`src/rtl/dda_pkg.sv`:
```
package dda_pkg;

    typedef enum logic [1:0] {
        ST_IDLE,
        ST_LAUNCH,
        ST_DIVIDE,
        ST_STEP
    } step_state_e;

    typedef enum logic {
        DV_IDLE,
        DV_RUN
    } div_state_e;

endpackage

```
`src/rtl/dda_divider.sv`:
```
module dda_divider #(
    parameter int NUM_W = 24,
    parameter int DEN_W = 12
) (
    input  logic             clk,
    input  logic             rst_n,
    input  logic             start,
    input  logic [NUM_W-1:0] num,
    input  logic [DEN_W-1:0] den,
    output logic             done,
    output logic [NUM_W-1:0] quot
);
    import dda_pkg::*;

    localparam int CNT_W = $clog2(NUM_W + 1);
    localparam int PRD_W = NUM_W + DEN_W;

    div_state_e         dst_q, dst_d;
    logic [CNT_W-1:0]   cnt_q;
    logic [NUM_W-1:0]   quot_q, num_q;
    logic [DEN_W-1:0]   den_q, rem_q, rem_diff;
    logic [DEN_W:0]     rem_sh;
    logic               fits;

    // One restoring iteration per cycle; a zero divisor yields all ones.
    always_comb begin
        rem_sh   = {rem_q, quot_q[NUM_W-1]};
        fits     = rem_sh >= {1'b0, den_q};
        rem_diff = DEN_W'(rem_sh - {1'b0, den_q});
    end

    always_ff @(posedge clk) begin
        if (!rst_n) dst_q <= DV_IDLE;
        else        dst_q <= dst_d;
    end

    always_comb begin
        dst_d = dst_q;
        unique case (dst_q)
            DV_IDLE: if (start)        dst_d = DV_RUN;
            DV_RUN:  if (cnt_q == '0)  dst_d = DV_IDLE;
        endcase
    end

    always_ff @(posedge clk) begin
        if (!rst_n) begin
            cnt_q  <= '0;
            quot_q <= '0;
            num_q  <= '0;
            den_q  <= '0;
            rem_q  <= '0;
        end else if (dst_q == DV_IDLE && start) begin
            cnt_q  <= CNT_W'(NUM_W);
            quot_q <= num;
            num_q  <= num;
            den_q  <= den;
            rem_q  <= '0;
        end else if (dst_q == DV_RUN && cnt_q != '0) begin
            quot_q <= {quot_q[NUM_W-2:0], fits};
            rem_q  <= fits ? rem_diff : rem_sh[DEN_W-1:0];
            cnt_q  <= cnt_q - 1'b1;
        end
    end

    assign done = (dst_q == DV_RUN) && (cnt_q == '0);
    assign quot = quot_q;

    // the finished quotient is the truncated exact quotient
    p_div_exact_r1: assert property (@(posedge clk) disable iff (!rst_n)
        (done && den_q != '0) |->
            ((PRD_W'(quot_q) * PRD_W'(den_q)) <= PRD_W'(num_q)) &&
            ((PRD_W'(num_q) - PRD_W'(quot_q) * PRD_W'(den_q)) < PRD_W'(den_q)));

endmodule

```
`src/rtl/dda_axis.sv`:
```
module dda_axis #(
    parameter int SZ_W   = 12,
    parameter int FRAC_W = 12,
    parameter int STEP_W = 16
) (
    input  logic              clk,
    input  logic              rst_n,
    input  logic              load,
    input  logic              adv,
    input  logic [STEP_W-1:0] step,
    output logic [SZ_W-1:0]   idx,
    output logic [FRAC_W-1:0] frac
);
    localparam int ACC_W = SZ_W + FRAC_W + 1;
    localparam int INT_W = ACC_W - FRAC_W;
    localparam logic [ACC_W-1:0] INIT = ACC_W'(1) << FRAC_W;

    logic [ACC_W-1:0] acc_q;
    logic [INT_W-1:0] int_part;

    always_ff @(posedge clk) begin
        if (!rst_n)    acc_q <= INIT;
        else if (load) acc_q <= INIT;
        else if (adv)  acc_q <= acc_q + ACC_W'(step);
    end

    always_comb begin
        int_part = acc_q[ACC_W-1:FRAC_W];
        idx      = SZ_W'(int_part - {{(INT_W-1){1'b0}}, 1'b1});
        frac     = acc_q[FRAC_W-1:0];
    end

    // the accumulator never falls below its 1.0 start value
    p_acc_floor_r4: assert property (@(posedge clk) disable iff (!rst_n)
        acc_q >= INIT);

endmodule

```
`src/rtl/dda_scale_stepper.sv`:
```
module dda_scale_stepper #(
    parameter int SZ_W   = 12,
    parameter int FRAC_W = 12,
    parameter int INT_W  = 4,
    parameter int BPP_W  = 3,
    parameter int H_MAX  = 4,
    parameter int V_MAX  = 15
) (
    input  logic                          clk,
    input  logic                          rst_n,
    input  logic                          cfg_valid,
    input  logic [SZ_W-1:0]               cfg_src_w,
    input  logic [SZ_W-1:0]               cfg_src_h,
    input  logic [SZ_W-1:0]               cfg_dst_w,
    input  logic [SZ_W-1:0]               cfg_dst_h,
    input  logic [SZ_W-1:0]               cfg_src_x,
    input  logic [SZ_W-1:0]               cfg_src_y,
    input  logic [BPP_W-1:0]              cfg_bpp,
    input  logic                          cfg_flip_h,
    input  logic                          cfg_flip_v,
    input  logic                          cfg_transpose,
    input  logic                          cfg_planar,
    output logic                          busy,
    output logic [INT_W+FRAC_W-1:0]       h_step,
    output logic [INT_W+FRAC_W-1:0]       v_step,
    output logic [SZ_W+BPP_W-1:0]         h_bytes,
    output logic [SZ_W-1:0]               v_lines,
    output logic [SZ_W+BPP_W:0]           h_start,
    output logic [SZ_W:0]                 v_start,
    output logic                          out_valid,
    input  logic                          out_ready,
    output logic [SZ_W-1:0]               out_col,
    output logic [FRAC_W-1:0]             out_hfrac,
    output logic [SZ_W-1:0]               out_row,
    output logic [FRAC_W-1:0]             out_vfrac,
    output logic                          out_last
);
    import dda_pkg::*;

    localparam int STEP_W  = INT_W + FRAC_W;
    localparam int NUM_W   = SZ_W + FRAC_W;
    localparam int BYTES_W = SZ_W + BPP_W;
    localparam int OFS_W   = BYTES_W + 1;
    localparam int NAXES   = 2;

    step_state_e st_q, st_d;

    // latched configuration
    logic [SZ_W-1:0]  sw_q, sh_q, dw_q, dh_q, sx_q, sy_q;
    logic [BPP_W-1:0] bpp_q;
    logic             fh_q, fv_q, tr_q, pl_q;

    logic [STEP_W-1:0] h_step_q, v_step_q;
    logic [SZ_W-1:0]   x_cnt_q, y_cnt_q;

    // per-axis selection: index 0 horizontal, 1 vertical
    logic [NAXES-1:0][SZ_W-1:0]   ax_src, ax_dst, ax_den;
    logic [NAXES-1:0][NUM_W-1:0]  ax_num, ax_quot;
    logic [NAXES-1:0][STEP_W-1:0] ax_step;
    logic [NAXES-1:0]             ax_done;

    logic div_start, fire, line_end, frame_end, steps_ready;

    // ---------------- state register ----------------
    always_ff @(posedge clk) begin
        if (!rst_n) st_q <= ST_IDLE;
        else        st_q <= st_d;
    end

    // ---------------- transitions ----------------
    always_comb begin
        st_d = st_q;
        unique case (st_q)
            ST_IDLE:   if (cfg_valid)           st_d = ST_LAUNCH;  // accept
            ST_LAUNCH:                          st_d = ST_DIVIDE;  // launch
            ST_DIVIDE: if (ax_done[0])          st_d = ST_STEP;    // ready
            ST_STEP:   if (fire && frame_end)   st_d = ST_IDLE;    // frame end
        endcase
    end

    // ---------------- state outputs ----------------
    always_comb begin
        div_start   = 1'b0;
        out_valid   = 1'b0;
        busy        = 1'b1;
        steps_ready = 1'b0;
        unique case (st_q)
            ST_IDLE:   busy        = 1'b0;
            ST_LAUNCH: div_start   = 1'b1;
            ST_DIVIDE: steps_ready = ax_done[0];
            ST_STEP:   out_valid   = 1'b1;
        endcase
    end

    // ---------------- axis mapping ----------------
    always_comb begin
        ax_src[0] = tr_q ? sh_q : sw_q;
        ax_dst[0] = tr_q ? dh_q : dw_q;
        ax_src[1] = tr_q ? sw_q : sh_q;
        ax_dst[1] = tr_q ? dw_q : dh_q;
    end

    for (genvar g = 0; g < NAXES; g++) begin : g_axis
        localparam int LIM_INT = (g == 0) ? H_MAX : V_MAX;
        localparam logic [NUM_W-1:0] LIM = NUM_W'(LIM_INT) << FRAC_W;

        always_comb begin
            ax_num[g]  = (ax_src[g] == '0) ? '0 : (NUM_W'(ax_src[g] - 1'b1) << FRAC_W);
            ax_den[g]  = (ax_dst[g] <= SZ_W'(1)) ? '0 : ax_dst[g] - 1'b1;
            ax_step[g] = (ax_quot[g] > LIM) ? STEP_W'(LIM) : STEP_W'(ax_quot[g]);
        end

        dda_divider #(.NUM_W(NUM_W), .DEN_W(SZ_W)) div_i (
            .clk   (clk),
            .rst_n (rst_n),
            .start (div_start),
            .num   (ax_num[g]),
            .den   (ax_den[g]),
            .done  (ax_done[g]),
            .quot  (ax_quot[g])
        );
    end

    // ---------------- raster position ----------------
    always_comb begin
        fire      = out_valid && out_ready;
        line_end  = (x_cnt_q == ax_den[0]);
        frame_end = line_end && (y_cnt_q == ax_den[1]);
    end

    always_ff @(posedge clk) begin
        if (!rst_n) begin
            sw_q <= '0; sh_q <= '0; dw_q <= '0; dh_q <= '0;
            sx_q <= '0; sy_q <= '0; bpp_q <= '0;
            fh_q <= 1'b0; fv_q <= 1'b0; tr_q <= 1'b0; pl_q <= 1'b0;
            h_step_q <= '0;
            v_step_q <= '0;
            x_cnt_q  <= '0;
            y_cnt_q  <= '0;
        end else begin
            if (st_q == ST_IDLE && cfg_valid) begin
                sw_q <= cfg_src_w; sh_q <= cfg_src_h;
                dw_q <= cfg_dst_w; dh_q <= cfg_dst_h;
                sx_q <= cfg_src_x; sy_q <= cfg_src_y;
                bpp_q <= cfg_bpp;
                fh_q <= cfg_flip_h; fv_q <= cfg_flip_v;
                tr_q <= cfg_transpose; pl_q <= cfg_planar;
            end
            if (steps_ready) begin
                h_step_q <= ax_step[0];
                v_step_q <= ax_step[1];
                x_cnt_q  <= '0;
                y_cnt_q  <= '0;
            end else if (fire) begin
                if (line_end) begin
                    x_cnt_q <= '0;
                    y_cnt_q <= y_cnt_q + 1'b1;
                end else begin
                    x_cnt_q <= x_cnt_q + 1'b1;
                end
            end
        end
    end

    dda_axis #(.SZ_W(SZ_W), .FRAC_W(FRAC_W), .STEP_W(STEP_W)) h_acc_i (
        .clk   (clk),
        .rst_n (rst_n),
        .load  (steps_ready || (fire && line_end)),
        .adv   (fire && !line_end),
        .step  (h_step_q),
        .idx   (out_col),
        .frac  (out_hfrac)
    );

    dda_axis #(.SZ_W(SZ_W), .FRAC_W(FRAC_W), .STEP_W(STEP_W)) v_acc_i (
        .clk   (clk),
        .rst_n (rst_n),
        .load  (steps_ready),
        .adv   (fire && line_end && !frame_end),
        .step  (v_step_q),
        .idx   (out_row),
        .frac  (out_vfrac)
    );

    // ---------------- fetch geometry ----------------
    logic [OFS_W-1:0] h_ofs;
    logic [SZ_W:0]    v_ofs;

    always_comb begin
        h_bytes = BYTES_W'(ax_src[0]) * BYTES_W'(bpp_q);
        v_lines = ax_src[1];
        h_ofs   = OFS_W'(OFS_W'(sx_q) * OFS_W'(bpp_q));
        if (fh_q) h_ofs = h_ofs + OFS_W'(OFS_W'(sw_q) * OFS_W'(bpp_q)) - 1'b1;
        v_ofs   = (SZ_W + 1)'(sy_q);
        if (fv_q) v_ofs = v_ofs + (SZ_W + 1)'(sh_q) - 1'b1;
        h_start = pl_q ? {h_ofs[OFS_W-1:1], fh_q} : h_ofs;
        v_start = pl_q ? {v_ofs[SZ_W:1], fv_q} : v_ofs;
    end

    assign out_last = frame_end;
    assign h_step   = h_step_q;
    assign v_step   = v_step_q;

    // ---------------- assertions ----------------
    // steps never exceed their axis limits
    p_step_clamp_r2: assert property (@(posedge clk) disable iff (!rst_n)
        (h_step <= STEP_W'(H_MAX << FRAC_W)) && (v_step <= STEP_W'(V_MAX << FRAC_W)));

    // a stalled sample holds steady
    p_stall_hold_r5: assert property (@(posedge clk) disable iff (!rst_n)
        (out_valid && !out_ready) |=> out_valid && $stable(out_col) && $stable(out_row)
            && $stable(out_hfrac) && $stable(out_vfrac) && $stable(out_last));

    // nothing follows the final sample
    p_last_ends_r5: assert property (@(posedge clk) disable iff (!rst_n)
        (fire && out_last) |=> !out_valid);

    // every frame opens at the source origin
    p_origin_r4: assert property (@(posedge clk) disable iff (!rst_n)
        $rose(out_valid) |-> (out_col == '0) && (out_hfrac == '0)
            && (out_row == '0) && (out_vfrac == '0));

    // a new line restarts the horizontal accumulator
    p_line_wrap_r4: assert property (@(posedge clk) disable iff (!rst_n)
        (fire && line_end && !out_last) |=> (out_col == '0) && (out_hfrac == '0));

    // the latched configuration is frozen outside IDLE
    p_cfg_frozen_r6: assert property (@(posedge clk) disable iff (!rst_n)
        (st_q != ST_IDLE) |=> $stable({sw_q, sh_q, dw_q, dh_q, sx_q, sy_q,
            bpp_q, fh_q, fv_q, tr_q, pl_q}));

    // both dividers finish together
    p_div_sync_r11: assert property (@(posedge clk) disable iff (!rst_n)
        ax_done[0] == ax_done[1]);

endmodule

```
`config.mk`:
```
export PLATFORM = sky130hd
export DESIGN_NAME = dda_scale_stepper
export DESIGN_NICKNAME = d
export VERILOG_FILES = /design/src/rtl/dda_pkg.sv /design/src/rtl/dda_divider.sv /design/src/rtl/dda_axis.sv /design/src/rtl/dda_scale_stepper.sv
export SDC_FILE = /design/constraint.sdc
export NUM_CORES = 1
export LEC_CHECK = 0
export BUFFER_PORTS_ARGS = -buffer_cell sky130_fd_sc_hd__buf_2
export CAP_MARGIN = 25
export CORE_MARGIN = 3
export CORE_UTILIZATION = 65
export CTS_BUF_LIST = sky130_fd_sc_hd__clkbuf_8
export DETAILED_ROUTE_END_ITERATION = 7
export GPL_ROUTABILITY_DRIVEN = 0
export GPL_TIMING_DRIVEN = 0
export PLACE_DENSITY = 0.87
export SYNTH_ARGS = -nofsm -noshare
export SYNTH_HDL_FRONTEND = slang
export SYNTH_SLANG_ARGS = --single-unit
```
`constraint.sdc`:
```
create_clock -name clk -period 18.4 [get_ports clk]
set_input_delay 3.68 -clock clk [delete_from_list [all_inputs] [get_ports clk]]
set_output_delay 3.68 -clock clk [all_outputs]
set_load 0.05 [all_outputs]
```
=== After elaboration in Yosys (flattened, before gate mapping) ===
Index checks and enable logic that the tools add are counted.

* $add $sub $neg: 18
* Multipliers: 3
* Divide/modulo/power cells: 0
* Order comparisons: 6
* Equal/unequal tests: 8
* Shift operators: 0
* Muxes and demuxes: 38
* Bitwise gates (word level): 3
* Reduce and logical (&&, ||, !) cells: 30

{| class="wikitable"
|+ Operators with widths
! kind !! count
|-
| $mux W24 || 6
|-
| $mux W12 || 9
|-
| $sub A12 B1 Y12 const B || 6
|-
| $add A25 B16 Y25 || 2
|-
| $mux W16 || 3
|-
| $mul A12 B3 Y15 || 3
|-
| $ge A13 B12 Y1 || 2
|-
| $add A12 B1 Y12 const B || 2
|-
| $eq A12 B12 Y1 || 2
|-
| $gt A24 B15 Y1 const B || 1
|-
| $gt A24 B16 Y1 const B || 1
|-
| $le A12 B1 Y1 const B || 2
|-
| $logic_not A12 Y1 || 2
|-
| $sub A12 B12 Y12 || 2
|-
| $mux W5 || 4
|-
| $add A15 B15 Y16 || 1
|-
| $sub A16 B1 Y16 const B || 1
|-
| $add A12 B12 Y13 || 1
|-
| $mux W13 || 1
|-
| $sub A13 B1 Y13 const B || 1
|-
| $logic_and A1 B1 Y1 || 12
|-
| $logic_not A5 Y1 || 2
|-
| $reduce_bool A5 Y1 || 2
|-
| $sub A5 B1 Y5 const B || 2
|-
| 16 further kinds || 36
|}

* Register bits: 295
* Bits in latches: 0
* RAM bits: 0
* Memory bits (read-only): 0
* Bits of input ports: 83
* Output and inout port bits: 139
* Word-level logic and storage cells: 136
* Memories: 0

=== Logic depth before layout (Yosys ltp) ===
Gate-level depths: netlist (run 1).

* Depth after elaboration: 8
* Gate-level depth with buffers: 24
* Depth with buffers taken out: 22

=== Hierarchy ===
Synthesis (run 1) repeated with hierarchy kept, for this count alone.

* Cell total of the unflattened synthesis: 2866
* Area, all modules: 22469.0 µm²

{| class="wikitable"
|+ By module, submodules not included
! module !! instances !! cells each !! area each (µm²) !! sequential area each (µm²)
|-
| dda_scale_stepper || 1 || 1585 || 11954.0 || 2742.6
|-
| dda_divider || 2 || 370 || 3075.4 || 1081.0
|-
| dda_axis at h_acc_i || 1 || 282 || 2235.9 || 480.5
|-
| dda_axis at v_acc_i || 1 || 259 || 2128.3 || 480.5
|}

=== Least setup slack after synthesis (run 1) ===
No wires, ideal clock.

* Path kind: register to output
* From: register bpp_q[2]
* To: output port h_start[14]
* Arrival time: 5.462 ns
* Required time: 14.720 ns
* Path slack: 9.258 ns
* Cell stages (with the launch flop): 23
* Path buffers: 2
* Cells stage by stage: dfxtp_1 -> clkbuf_1 -> clkbuf_1 -> nand2_1 -> fa_1 -> fa_1 -> nor2b_1 -> o21ai_0 -> a21boi_0 -> o21ai_0 -> a21boi_0 -> o21ai_0 -> and2_1 -> xnor2_1 -> fa_1 -> ha_1 -> and3_1 -> a21oi_1 -> o211ai_1 -> a31oi_1 -> xnor2_1 -> nor2_1 -> a31oi_1

* Longest elaborated chain between the ends: 4
* Elaborated cells on any way between the ends: 5
* Those cells by class: add/sub (2); mul (2); mux (1)

{| class="wikitable"
|+ RTL lines
! what !! line !! text
|-
| start: declaration || dda_scale_stepper.sv:50 || <nowiki>logic [BPP_W-1:0] bpp_q;</nowiki>
|-
| start signal: assignment || dda_scale_stepper.sv:145 || <nowiki>bpp_q <= cfg_bpp;</nowiki>
|-
| $mul A12 B3 Y15 (on tied branches) || dda_scale_stepper.sv:192, dda_scale_stepper.sv:193 ||
|-
| $add A15 B15 Y16 || dda_scale_stepper.sv:193 || <nowiki>if (fh_q) h_ofs = h_ofs + OFS_W'(OFS_W'(sw_q) * OFS_W'(bpp_q)) - 1'b1;</nowiki>
|-
| $sub A16 B1 Y16 || dda_scale_stepper.sv:193 ||
|-
| $mux W16 (*) || dda_scale_stepper.sv:193 ||
|-
| end: declaration || dda_scale_stepper.sv:28 || <nowiki>output logic [SZ_W+BPP_W:0] h_start,</nowiki>
|}

Every way passes the cells marked *; elsewhere a longest branch is shown, timed or not.

=== Worst setup path in the final report (run 1) ===
* From: register bpp_q[1]
* To: output port h_start[14]

The elaborated chain is that of the path after synthesis.

==> run metrics, run 1 <==
status=finished, violations left; failing checks=design-rule violations; maximum clock path buffer count=3; # DRC=1; Clock power frac=0.179; H-tree depth=2; Post-synth EDFFs=0; number of CTS-inserted buffers=49; most frequent cells in the layout=nand2_1 (471), dfxtp_1 (293), inv_1 (244); fill cell count=2397; core footprint=0.0320 sq mm; total gr overflow=0; Post-synth ARST share=0; top-area cell type share of the netlist area=0.273; Max VDD drop=109 uV; Initial Util=0.670; FF+latch count, synth=293; maximum number of pins on one net before global-route repair=14; Setup Buffers After CTS=0; number of global-route vias before repair=20200; crit start category=register; largest fanout on the critical path=10; Static Leak=10.8 nW; sequential area share after synthesis=0.273; library cells used by synthesis=81; sw frac=0.467; commonest non-fill, non-tap cell in the layout=nand2_1; average size of a mapped cell=7.82 sq um; fin area=0.0241 sq mm; Slew Limit Fails=0; Final Power=3.19 mW; DIE WIDTH=188 um; Flop pwr share=0.256; clk_lat worst skew=0.60 ns; R2R depth=22; Die H=188 um; I/O pins=222; # rows=65; worst hold stages=2; warnings from Yosys=0; Int Power=1.70 mW; CTS sink cnt=293; Post-Place Cell Area=0.0231 sq mm; TritonRoute pass-1 iters=8; Main synth FF type=dfxtp_1; critical path required time=14.72 ns; Final TNS setup=0 ns; Port Buffers=220; WL/cell=17.4 um; net count reported at finish=3306; first-pass GRT wire length=98.7 mm; CP Class=register to output port; initial antenna violation count=0; crit path DAT=6.78 ns; fraction of layout cells with a size suffix above 1=0.126; antenna-violating nets left=0; Syn Nets=3035; Root Driver=clkbuf_8; Post-CTS Resized=0; logic gate share of total power=0.565; Hold Fails Final Rpt=0; Vias per Instance=5.97; Tmin final=10.46 ns; Max stage delay cell, worst path=fa_1; Mapped Area=0.0215 sq mm; Worst Setup End Kind=output port; unrepaired setup endpoints after global routing=no; final WL=60.6 mm; CTS Hold Bufs=0; crit-path max cell delay=0.53 ns; Final Cycle Share=0.568; n_diodes=0; GR Util All Layers=0.334; die area=0.0352 sq mm; maxcap violations=0; Via Count=20800; Area Overhead vs Synth=12.2%; hpwl dp=46.8 mm; max_slew headroom=0.326; Syn Inst Count=2744; Pwr Density=133 mW/mm^2; cell accounting for the most synthesized area=dfxtp_1; crit-path cells=clkbuf_1, clkbuf_1, nand2_1, fa_1, fa_1, nor2b_1, o21ai_0, a21boi_0, o21ai_0, a21boi_0, o21ai_0, and2_1, xnor2_1, fa_1, ha_1, and3_1, a21oi_1, o211ai_1, a31oi_1, xnor2_1, nor2_1, a31oi_1, buf_2; hold crit path type=register to register; Net Switching=1.49 mW; largest cells by area after synthesis=dfxtp_1 (27%), ha_1 (9.2%), nand2_1 (8.2%); first-iteration detailed-routing DRC count=1727; CTS tree=done; skew final=0.0269 ns; CTS clk-pin slew, worst paths=0.07 ns; Setup violations, final=0; Max Freq=0.0956 GHz; actual slew at the worst max-slew pin=1.01 ns
-- metrics by stage --
| stage | hold WS (ns) | cells | utilization | setup WS [ns] |
|---|---|---|---|---|
| 4_1_cts | 0.466 | 3487 | 0.751 | 8.08 |
| 5_1_grt | 0.487 | 3487 | 0.751 | 7.49 |
| 3_3_place_gp | 0.453 | 3399 | 0.721 | 8.87 |
| 3_5_place_dp | 0.458 | 3399 | 0.721 | 8.74 |
| 6_report | 0.461 | 3487 | 0.751 | 7.94 |
| 2_1_floorplan | 0.428 | 2744 | - | 9.26 |
-- state kept, by name, indices dropped and copies added (netlist names) --
signal              count
bpp_q                   3
dw_q                   12
g_axis.div_i.den_q     24
g_axis.div_i.rem_q     24
pl_q                    1
g_axis.div_i.cnt_q     10
sw_q                   12
g_axis.div_i.quot      48
h_step                 16
h_acc_i.acc_q          24
fv_q                    1
fh_q                    1
sh_q                   12
sy_q                   12
st_q                    2
g_axis.div_i.dst_q      2
sx_q                   12
tr_q                    1
x_cnt_q                12
y_cnt_q                12
v_step                 16
dh_q                   12
v_acc_i.acc_q          24
-- power by group through the flow --
stage                     Combinational [mW]  Clock, mW  Sequential (mW)
after CTS                               1.77      0.576            0.811
after detailed placement                1.75          0            0.824
final                                   1.80      0.573            0.817
after global routing                    1.98      0.604            0.825
after floorplan                         1.38          0            0.795
after global placement                  1.69          0            0.819
-- worst paths after layout --
kind                             to     start  slack [ns]
hold / removal              sy_q[6]   sy_q[6]        0.46
hold reg to reg             sy_q[6]   sy_q[6]        0.46
setup reg to reg  h_acc_i.acc_q[20]      tr_q       11.88
setup / recovery        h_start[14]  bpp_q[1]        7.94
-- cell usage after synthesis (30+ instances only) --
cell      count
inv_1       223
nand2_1     471
nor3_1       60
xor2_1       54
and2_1       38
dfxtp_1     293
a21boi_0    128
fa_1         51
ha_1        157
a211oi_1     35
o21ai_0     114
xnor2_1     105
nor2_1      165
mux2i_1      64
a22oi_1      30
nand3_1      81
nor2b_1      49
a21oi_1     100
clkbuf_1    119
-- layout make-up --
cell class / instances / area [sq um] / share of cell area
multi-input cells: 2061 / 14000 / 0.581
flip-flops and latches: 293 / 5870 / 0.244
repair buffers: 220 / 1100 / 0.0457
inverters: 224 / 841 / 0.0349
clock buffers: 58 / 798 / 0.0332
plain buffers: 166 / 773 / 0.0321
well taps: 435 / 544 / 0.0226
clock inverters: 30 / 163 / 0.00676
-- per-layer routing --
metal  wire (um)  vias up  GRT usage  part of all wire
li1            -     9913          -                 -
met1       24200     9633      0.417              0.40
met2       27200     1050      0.553              0.45
met3        5630      232     0.0561             0.093
met4        3600        0      0.183             0.059
met5           0        -          0                 0
-- worst max-delay path, delay by kind of cell (launching register included) --
kind	cells	cell delay (ns)
AO/OA/AOI/OAI	9	1.76
XOR/XNOR	2	0.47
adder cells (fa/ha/maj)	4	1.85
buffers and inverters	3	1.13
flip-flops	1	0.31
AND/OR/NAND/NOR	5	0.66
-- kinds of logic (layout without fill, tap and decap cells) --
logic type | Yosys count | in the layout | synth area share
DFF | 293 | 293 | 0.273
xor gates and xnor gates | 160 | 160 | 0.0659
muxes | 92 | 92 | 0.0445
adders and majority gates | 208 | 208 | 0.139
AOI/OAI and AO/OA | 569 | 569 | 0.177
buffers and inverters | 390 | 698 | 0.0752
and+or+nand+nor | 1032 | 1032 | 0.225
No activity file was read; power rests on OpenSTA's default activity.
==> run 2, diff against run 1 <==
--- a/config.mk
+++ b/config.mk
@@ -5,15 +5,16 @@
 export SDC_FILE = /design/constraint.sdc
 export NUM_CORES = 1
 export LEC_CHECK = 0
+export ABC_AREA = 1
 export BUFFER_PORTS_ARGS = -buffer_cell sky130_fd_sc_hd__buf_2
 export CAP_MARGIN = 25
 export CORE_MARGIN = 3
-export CORE_UTILIZATION = 65
+export CORE_UTILIZATION = 62
 export CTS_BUF_LIST = sky130_fd_sc_hd__clkbuf_8
 export DETAILED_ROUTE_END_ITERATION = 7
 export GPL_ROUTABILITY_DRIVEN = 0
 export GPL_TIMING_DRIVEN = 0
-export PLACE_DENSITY = 0.87
+export PLACE_DENSITY = 0.83
 export SYNTH_ARGS = -nofsm -noshare
 export SYNTH_HDL_FRONTEND = slang
 export SYNTH_SLANG_ARGS = --single-unit
==> constraint.sdc (replaced) <==
create_clock -name clk -period 10.25 [get_ports clk]
set_input_delay 2.05 -clock clk [delete_from_list [all_inputs] [get_ports clk]]
set_output_delay 2.05 -clock clk [all_outputs]
set_load 0.05 [all_outputs]
==> run 2 against run 1 <==
The run now ends clean. Register-to-register slack worse by 5.4 ns. Clock skew is 0.025 ns higher. Worst hold slack better by 0.0069 ns. Clock-buffer cell count is 5 higher. Flip-flop and latch count stayed put. Area after synthesis is 2.0% lower. Synthesized cell count is 12% higher. Power is 120% higher. Routed wire length is 1.9% higher. First-iteration DRC count is 15% higher. Critical path type unchanged. Highest routed layer is now met5.
==> run metrics, run 2 <==
crit path DAT=6.08 ns; DIE WIDTH=190 um; Setup Buffers After CTS=0; Pwr Density=293 mW/mm^2; clk_lat worst skew=0.62 ns; maximum clock path buffer count=3; fin area=0.0238 sq mm; skew final=0.0519 ns; Tmin final=8.13 ns; Synth top cells by count=nand2_1 (736), inv_1 (415), dfxtp_1 (293); antenna-violating nets left=0; WL/cell=16.1 um; TritonRoute pass-1 iters=6; library cells used by synthesis=53; Fin Hold WS=0.468 ns; Clock power frac=0.170; CP Class=register to output port; Via Count=22000; GR Util All Layers=0.333; actual slew at the worst max-slew pin=1.14 ns; FF+latch count, synth=293; sequential area share after synthesis=0.279; Post-synth ARST share=0; Initial Util=0.638; net count reported at finish=3636; Max VDD drop=328 uV; Max Freq=0.123 GHz; first-pass GRT wire length=100 mm; Post-Place Worst Slack=2.78 ns; Die H=190 um; largest fanout on the critical path=10; total gr overflow=0; Root Driver=clkbuf_8; Reg2Reg Launch Point=tr_q; status=completed; cell accounting for the most synthesized area=dfxtp_1; Final TNS setup=0 ns; Syn Inst Count=3072; utilization of the core after routing=0.723; initial antenna violation count=1; Final Power=6.99 mW; number of CTS-inserted buffers=51; Post-Place Cell Area=0.0227 sq mm; average size of a mapped cell=6.84 sq um; unrepaired setup endpoints after global routing=no; commonest non-fill, non-tap cell in the layout=nand2_1; # DRC=0; Static Leak=11.5 nW; WHS Endpoint=g_axis[1].div_i.cnt_q[0]; I/O pins=222; fraction of layout cells with a size suffix above 1=0.110; Worst Setup End Kind=output port; R2R depth=22; Worst R2R Setup Slack=6.51 ns; # rows=66; Setup violations, final=0; sw frac=0.520; Hold Fails Final Rpt=0; first-iteration detailed-routing DRC count=1980; Mapped Area=0.0210 sq mm; maximum number of pins on one net before global-route repair=15; Vias per Instance=5.74; count leader, synth=nand2_1; Main synth FF type=dfxtp_1; worst setup margin=2.12 ns; Syn Nets=3363; warnings from Yosys=0; Crit Reg-Reg Endpoint=h_acc_i.acc_q[4]; die area=0.0362 sq mm; Net Switching=3.63 mW; CTS sink cnt=293; H-tree depth=2; Flop pwr share=0.214; placed cells=3734; Slew Limit Fails=0; HP Start=g_axis[1].div_i.cnt_q[0]; Post-CTS Resized=0; hpwl dp=48.6 mm; max reg flops=48; Final Cycle Share=0.794; largest cells by area after synthesis=dfxtp_1 (28%), nand2_1 (13%), ha_1 (9.3%); non-filler cells, final=3826; worst hold stages=2; final WL=61.8 mm; core footprint=0.0329 sq mm; number of global-route vias before repair=20900; max_slew headroom=0.234; crit start category=register; maxcap violations=0; hold crit path type=register to register; logic gate share of total power=0.616; CTS tree=done; CTS Hold Bufs=0; Area Overhead vs Synth=13.3%; Int Power=3.36 mW; most frequent cells in the layout=nand2_1 (736), inv_1 (426), dfxtp_1 (293); CTS clk-pin slew, worst paths=0.06 ns; Port Buffers=220; top-area cell type share of the netlist area=0.279; Post-synth EDFFs=0; critical path required time=8.20 ns
-- run 2: cell types whose count changed after synthesis, moves of 38 or more --
cell	change
a21boi_0	-124
nand2_1	+265
xor2_1	+55
xnor2_1	-68
inv_1	+192
o21ai_0	+137
a21oi_1	+183
nor2b_1	-49
nor2_1	+38
mux2i_1	-64
-- run 2: layout make-up --
type	instances	area, sq um
Antenna cell	2	5.00
Clock buffer	63	867
Buffer	142	691
Timing Repair Buffer	220	1100
Sequential cell	293	5870
Inverter	423	1590
Clock inverter	27	264
Tap cell	442	553
Fill cell	2786	9130
Multi-Input combinational cell	2214	12900
-- run 2: how the worst max path moves through the flow --
stage,from,endpoint,cells past startpoint
2_1_floorplan,bpp_q[1],h_start[11],18
3_3_place_gp,bpp_q[1],h_start[13],22
3_5_place_dp,bpp_q[1],h_start[13],23
4_1_cts,bpp_q[1],h_start[13],23
5_1_grt,bpp_q[1],h_start[13],23
6_report,bpp_q[1],h_start[13],22
-- run 2: power by group through the flow --
stage	sequential [mW]	combinational (mW)	clock, mW
global placement	1.50	4.06	0
floorplan	1.47	3.21	0
global route	1.51	4.76	1.24
CTS	1.49	4.21	1.19
detailed placement	1.51	4.18	0
finish	1.50	4.31	1.19
-- run 2: cells by family (layout without fill, tap and decap cells) --
logic type	count (synthesis)	count (layout)	share of synthesized area
xor gates and xnor gates	146	146	0.0608
and+or+nand+nor	1180	1180	0.233
buffers and inverters	565	875	0.108
other	0	2	0
adders and majority gates	208	208	0.142
AOI/OAI and AO/OA	680	680	0.177
DFF	293	293	0.279
-- run 2: critical path, cell delays in order, from the launching register on --
cell,delay (ns)
dfxtp_1,0.31
clkbuf_1,0.26
clkbuf_1,0.42
nand2_1,0.15
fa_1,0.56
fa_1,0.47
nand3b_1,0.18
nand2_1,0.11
a21oi_1,0.08
o21bai_1,0.21
xor2_1,0.42
fa_1,0.50
ha_1,0.36
a21oi_1,0.22
o21ai_0,0.11
a21oi_1,0.18
o21ai_0,0.16
inv_1,0.08
o21ai_0,0.09
or2_2,0.30
nand3_1,0.07
nand2_1,0.06
buf_2,0.21
-- run 2: routing by layer --
layer  part of all wire  vias up  wire, um  global-route usage
met5            0.00021        -        13                   0
met4              0.030        2      1880               0.111
met3              0.095      173      5900              0.0615
met2               0.46     1064     28300               0.559
met1               0.41    10100     25600               0.434
li1                   -    10600         -                   -
